**config.mk**
```make
export PLATFORM = sky130hd
export DESIGN_NAME = dram_refresh_ctrl
export DESIGN_NICKNAME = d
export VERILOG_FILES = /design/src/rtl/drfsh_pkg.sv /design/src/rtl/drfsh_timer.sv /design/src/rtl/drfsh_rowcnt.sv /design/src/rtl/drfsh_seq.sv /design/src/rtl/dram_refresh_ctrl.sv
export SDC_FILE = /design/constraint.sdc
export NUM_CORES = 1
export LEC_CHECK = 0
export ABC_AREA = 1
export BUFFER_PORTS_ARGS = -buffer_cell sky130_fd_sc_hd__buf_2
export CORE_ASPECT_RATIO = 2
export CORE_MARGIN = 4
export CORE_UTILIZATION = 54
export CTS_BUF_LIST = sky130_fd_sc_hd__clkbuf_4 sky130_fd_sc_hd__clkbuf_8
export CTS_CLUSTER_DIAMETER = 100
export DETAILED_ROUTE_END_ITERATION = 10
export GPL_TIMING_DRIVEN = 0
export PLACE_DENSITY_LB_ADDON = 0.1
export RECOVER_POWER = 100
export SYNTH_ARGS = -nofsm -noshare
export SYNTH_HDL_FRONTEND = slang
export SYNTH_SLANG_ARGS = --single-unit
```
**constraint.sdc**
```tcl
create_clock -name clk -period 1.3 [get_ports clk]
set_input_delay 0.26 -clock clk [delete_from_list [all_inputs] [get_ports clk]]
set_output_delay 0.26 -clock clk [all_outputs]
set_load 0.05 [all_outputs]
```
**src/rtl/drfsh_pkg.sv**
```systemverilog
package drfsh_pkg;
  localparam int PEND_MAX = 2;
  localparam int PEND_W   = 2;

  typedef enum logic [2:0] {
    ST_IDLE,
    ST_SETUP,
    ST_CASPRE,
    ST_STROBE,
    ST_CASREL,
    ST_PRECH,
    ST_DONE
  } seq_state_e;
endpackage

```
**src/rtl/drfsh_timer.sv**
```systemverilog
module drfsh_timer
  import drfsh_pkg::*;
#(
  parameter int INTERVAL = 780
) (
  input  logic              clk,
  input  logic              rst_n,
  input  logic              take,
  output logic              tick,
  output logic [PEND_W-1:0] pending,
  output logic              owed
);
  localparam int CW = (INTERVAL > 2) ? $clog2(INTERVAL) : 1;
  localparam logic [CW-1:0] LAST = CW'(INTERVAL - 1);

  logic [CW-1:0] cnt_q;

  function automatic logic [PEND_W-1:0] pend_next(input logic [PEND_W-1:0] p,
                                                  input logic add, input logic sub);
    case ({add, sub})
      2'b10:   return (p == PEND_W'(PEND_MAX)) ? p : p + 1'b1;
      2'b01:   return p - 1'b1;
      default: return p;
    endcase
  endfunction

  assign tick = (cnt_q == LAST);
  assign owed = (pending != '0);

  always_ff @(posedge clk or negedge rst_n) begin
    if (!rst_n) begin
      cnt_q   <= '0;
      pending <= '0;
    end else begin
      cnt_q   <= tick ? '0 : cnt_q + 1'b1;
      pending <= pend_next(pending, tick, take);
    end
  end
endmodule

```
**src/rtl/drfsh_rowcnt.sv**
```systemverilog
module drfsh_rowcnt #(
  parameter int ROW_BITS = 9
) (
  input  logic                clk,
  input  logic                rst_n,
  input  logic                wide,
  input  logic                step,
  output logic [ROW_BITS-1:0] row
);
  function automatic logic [ROW_BITS-1:0] last_row(input logic w);
    logic [ROW_BITS-1:0] r;
    r = '1;
    if (!w) r[ROW_BITS-1] = 1'b0;
    return r;
  endfunction

  function automatic logic [ROW_BITS-1:0] next_row(input logic [ROW_BITS-1:0] r,
                                                   input logic w);
    return (r >= last_row(w)) ? '0 : r + 1'b1;
  endfunction

  always_ff @(posedge clk or negedge rst_n) begin
    if (!rst_n)    row <= '0;
    else if (step) row <= next_row(row, wide);
  end
endmodule

```
**src/rtl/drfsh_seq.sv**
```systemverilog
module drfsh_seq
  import drfsh_pkg::*;
#(
  parameter int RAS_LOW   = 4,
  parameter int PRECHARGE = 3
) (
  input  logic clk,
  input  logic rst_n,
  input  logic start,
  input  logic cbr_mode,
  output logic idle,
  output logic cyc_cbr,
  output logic ras_n,
  output logic cas_n,
  output logic addr_en,
  output logic done
);
  localparam int HOLD_MAX = (RAS_LOW > PRECHARGE) ? RAS_LOW : PRECHARGE;
  localparam int HW = $clog2(HOLD_MAX + 1);
  localparam logic [HW-1:0] LOW_LOAD = HW'(RAS_LOW - 1);
  localparam logic [HW-1:0] PRE_LOAD = HW'(PRECHARGE - 1);

  seq_state_e    st_q;
  logic [HW-1:0] hold_q;

  always_ff @(posedge clk or negedge rst_n) begin
    if (!rst_n) begin
      st_q    <= ST_IDLE;
      hold_q  <= '0;
      cyc_cbr <= 1'b0;
    end else begin
      case (st_q)
        ST_IDLE: if (start) begin
          cyc_cbr <= cbr_mode;
          st_q    <= cbr_mode ? ST_CASPRE : ST_SETUP;
        end
        ST_SETUP, ST_CASPRE: begin
          st_q   <= ST_STROBE;
          hold_q <= LOW_LOAD;
        end
        ST_STROBE: begin
          if (hold_q == '0) begin
            st_q   <= cyc_cbr ? ST_CASREL : ST_PRECH;
            hold_q <= PRE_LOAD;
          end else begin
            hold_q <= hold_q - 1'b1;
          end
        end
        ST_CASREL: begin
          st_q   <= ST_PRECH;
          hold_q <= PRE_LOAD;
        end
        ST_PRECH: begin
          if (hold_q == '0) st_q <= ST_DONE;
          else              hold_q <= hold_q - 1'b1;
        end
        default: st_q <= ST_IDLE;
      endcase
    end
  end

  assign idle    = (st_q == ST_IDLE);
  assign done    = (st_q == ST_DONE);
  assign ras_n   = !((st_q == ST_STROBE) || (st_q == ST_CASREL));
  assign cas_n   = !((st_q == ST_CASPRE) || ((st_q == ST_STROBE) && cyc_cbr));
  assign addr_en = ((st_q == ST_SETUP) || (st_q == ST_STROBE)) && !cyc_cbr;
endmodule

```
**src/rtl/dram_refresh_ctrl.sv**
```systemverilog
module dram_refresh_ctrl
  import drfsh_pkg::*;
#(
  parameter int INTERVAL  = 780,
  parameter int RAS_LOW   = 4,
  parameter int PRECHARGE = 3,
  parameter int ROW_BITS  = 9
) (
  input  logic                clk,
  input  logic                rst_n,
  input  logic                mode_cbr,
  input  logic                rows_wide,
  input  logic                ref_gnt,
  output logic                ref_req,
  output logic                ref_done,
  output logic                ras_n,
  output logic                cas_n,
  output logic                addr_en,
  output logic [ROW_BITS-1:0] ref_addr
);
  logic              tick;
  logic              start;
  logic              owed;
  logic              idle;
  logic              cyc_cbr;
  logic              row_step;
  logic [PEND_W-1:0] pend_cnt;
  logic [ROW_BITS-1:0] row_q;

  assign ref_req  = owed && idle;
  assign start    = ref_req && ref_gnt;
  assign row_step = ref_done && !cyc_cbr;
  assign ref_addr = addr_en ? row_q : '0;

  drfsh_timer #(.INTERVAL(INTERVAL)) u_timer (
    .clk(clk), .rst_n(rst_n), .take(start),
    .tick(tick), .pending(pend_cnt), .owed(owed)
  );

  drfsh_rowcnt #(.ROW_BITS(ROW_BITS)) u_rows (
    .clk(clk), .rst_n(rst_n), .wide(rows_wide), .step(row_step), .row(row_q)
  );

  drfsh_seq #(.RAS_LOW(RAS_LOW), .PRECHARGE(PRECHARGE)) u_seq (
    .clk(clk), .rst_n(rst_n), .start(start), .cbr_mode(mode_cbr),
    .idle(idle), .cyc_cbr(cyc_cbr), .ras_n(ras_n), .cas_n(cas_n),
    .addr_en(addr_en), .done(ref_done)
  );
endmodule

```
==> results.yml <==
outcome:
  status: "finished with violations"
  violations: "setup timing"
final_layout:
  diodes: 0
  final_area_mm2: 0.00252
  area_growth_pct: 46.2
  drive_gt1_share_pct: 38.6
  postLayoutCoreUtil_pct: 83.7
  layout.nets: 309
placement:
  post_dp_cell_area_mm2: 0.00194
  gp_congestion: 0.853
  dp_hpwl_um: 2750
  dp_worst_setup_slack_ns: -0.287
  port_buffers: 18
yosys:
  synth_area_mm2: 0.00172
  ys_types: 24
  ys_warn_count: 0
  syn_nets: 257
  yosys-top-cells-area: "dfrtp_1, nand2_1, inv_1"
  yosys.area.top_type: "dfrtp_1"
  netlist_instances: 247
  synth_top_area_share_pct: 40.6
  avgSynthCellArea_um2: 6.98
  synth_seq_cells: 28
  ys_seq_area_share_pct: 40.6
sta:
  setup_viol: 35
  grt_setup_unrepaired: "true"
  finalCritPeriodShare_pct: 134
  hold_viol: 0
  timing.hold.ws_ns: 0.0109
  worst_pin_slew_ns: 0.700
  clock_skew_ns: 0.00577
  period_needed_ns: 1.74
  timing.final.max_slew_violations: 0
  slew_headroom_pct: 53.4
  fmax_mhz: 574
  worst_slack_ns: -0.443
route:
  drc: 0
  routedWlPerCell_um: 15.9
  dr.pass1.iters: 4
  via_per_inst: 5.62
  vias: 1843
  ant_nets: 0
  drtIter0Drc: 66
  drt-total-wl_um: 5230
setup_path:
  crit_family: "buffers and inverters"
  cp_slowest_cell: "dfrtp_1"
  crit_buf_inv: 4
  path_class: "reg2out"
  cp.required_ns: 1.04
  worstPathArrival_ns: 1.48
  path_max_fanout: 4
  start_kind: "flip-flop"
  critical_path.endpoint_type: "primary output"
  crit_chain: "buf_4, buf_4, nor2_4, nand2_2, nand2_2, inv_4, buf_6"
  slowest_delay_ns: 0.42
clock_tree:
  cts_buffer_depth: 2
  cts-root-buf: "clkbuf_8"
  cts.hold.buffers_added: 0
  cts_sinks: 28
  clk_pin_slew_ns: 0.09
  cts_buffers: 3
  h-tree-depth: 1
  cts_tree: "yes"
  clkLatencyLatePin_ns: 0.28
global_route:
  antenna_found_initial: 0
  gr-total-overflow: 0
  grt_max_degree: 29
  grt_pass1_wl_um: 7420
  track_usage_pct: 24.3
  grt_pass1_vias: 1713
min_path:
  hold_path_class: "in2async"
power_and_ir_drop:
  leakage_nw: 1.29
  irDropWorstVdd_mv: 0.821
  power_per_cell_area_mw_per_mm2: 581
  power_mw: 1.46
die:
  core_area_mm2: 0.00301
  dieArea_mm2: 0.00422
  die_w_um: 48.0
  rows: 28
  die_h_um: 87.9
  io_pins: 19
  initial_core_util_pct: 57.2
job:
  max_cap_violations: 0
==> path summary, 6_finish.rpt <==
check                           cells after the start               to  slack (ns)             from
worst max-delay path                                7            ras_n       -0.44    u_seq.st_q[0]
worst max register to register                     10    u_rows.row[2]       -0.39    u_seq.st_q[0]
max in group asynchronous                           1    u_seq.cyc_cbr        0.80            rst_n
worst min register to register                      2  u_seq.hold_q[1]        0.50  u_seq.hold_q[1]
min in group clk                                    3    u_seq.cyc_cbr        0.25         mode_cbr
worst min-delay path                                1  u_seq.hold_q[2]        0.01            rst_n
==> layer usage <==
layer | GRT usage [%] | part of all wire (%) | wire length (µm) | up-vias
met5 | 0 | 0 | 0 | -
met4 | 13.0 | 5.4 | 285 | 0
met3 | 3.29 | 4.4 | 229 | 25
met2 | 43.7 | 54 | 2840 | 75
met1 | 24.9 | 36 | 1880 | 875
li1 | - | - | - | 868
==> synthesized netlist by cell type, drive strengths merged <==
cell type and n:
nand2 62, inv 49, nor2 42, dfrtp 28
nand3 21, o21ai 10, nand4 8, xor2 8
ha 5, a21oi 4, nor3 2, buf 1
clkinv 1, nand3b 1, o211ai 1, o21bai 1
o31ai 1, or2 1, xnor2 1
==> worst reg2reg max path, delay by kind of cell (launching register included) <==
family | cells | cell delay, ns
flip-flops | 1 | 0.42
XOR/XNOR | 1 | 0.15
buffers and inverters | 5 | 0.61
AND/OR/NAND/NOR | 4 | 0.44
==> layout make-up <==
| type | count | area [µm²] |
|---|---|---|
| multi-input cells | 168 | 1070 |
| flip-flops and latches | 28 | 704 |
| fillers | 172 | 492 |
| repair buffers | 46 | 434 |
| inverters | 50 | 200 |
| clock buffers | 4 | 55.1 |
| well taps | 30 | 37.5 |
| plain buffers | 1 | 11.3 |
| repair inverters | 1 | 8.76 |
==> logic make-up (layout without fill, tap and decap cells) <==
kind of cell	count (synthesis)	after routing	synth area share [%]
AO/OA/AOI/OAI	17	17	5.37
XOR/XNOR	9	9	4.57
AND/OR/NAND/NOR	137	137	34.3
buffers and inverters	51	102	11.5
flip-flops	28	28	40.6
adder cells (fa/ha/maj)	5	5	3.63
==> stage by stage <==
stage / TNS, ns / instances
finish: -10.11 / 328
global route: -12.86 / 328
CTS: -8.05 / 319
detailed placement: -5.64 / 295
global placement: -4.94 / 295
floorplan: -3.74 / 247
==> cells in the final DEF, fill, tap and decap left out, types with 2 or more instances in the layout <==
| cell | synthesis | layout |
|---|---|---|
| nand2_2 | 0 | 14 |
| buf_2 | 0 | 4 |
| inv_1 | 44 | 40 |
| inv_2 | 5 | 7 |
| nor2_1 | 40 | 20 |
| nand3_1 | 20 | 15 |
| a21oi_1 | 4 | 2 |
| buf_4 | 0 | 24 |
| xor2_1 | 8 | 7 |
| nand4_1 | 8 | 8 |
| o21ai_0 | 8 | 5 |
| buf_8 | 0 | 10 |
| nand2_1 | 62 | 47 |
| nand3_2 | 1 | 5 |
| o21ai_1 | 2 | 5 |
| nor2_2 | 2 | 4 |
| clkinv_4 | 0 | 2 |
| clkbuf_8 | 0 | 4 |
| dfrtp_2 | 0 | 3 |
| ha_1 | 5 | 4 |
| nor2_4 | 0 | 18 |
| dfrtp_1 | 28 | 25 |
| buf_6 | 1 | 8 |
==> state kept, by name (all words and copies together) (netlist names) <==
name	flops
u_rows.row	9
u_seq.cyc_cbr	1
u_seq.hold_q	3
u_seq.st_q	3
u_timer.cnt_q	10
u_timer.pending	2
==> power by group <==
part / total, mW / leakage, nW / switching [mW] / internal, mW
Clock: 0.546 / 0.0288 / 0.275 / 0.271
Combinational: 0.0482 / 0.932 / 0.0345 / 0.0137
Sequential: 0.870 / 0.325 / 0 / 0.870
==> repair_timing <==
action	4_1_cts	5_1_grt
endpoints found under the setup margin	33	36
resized for setup	74	28
pin swaps	12	20
cloned	1	0
buffers inserted	19	9
Note: power is estimated with default switching activity, not from simulation.
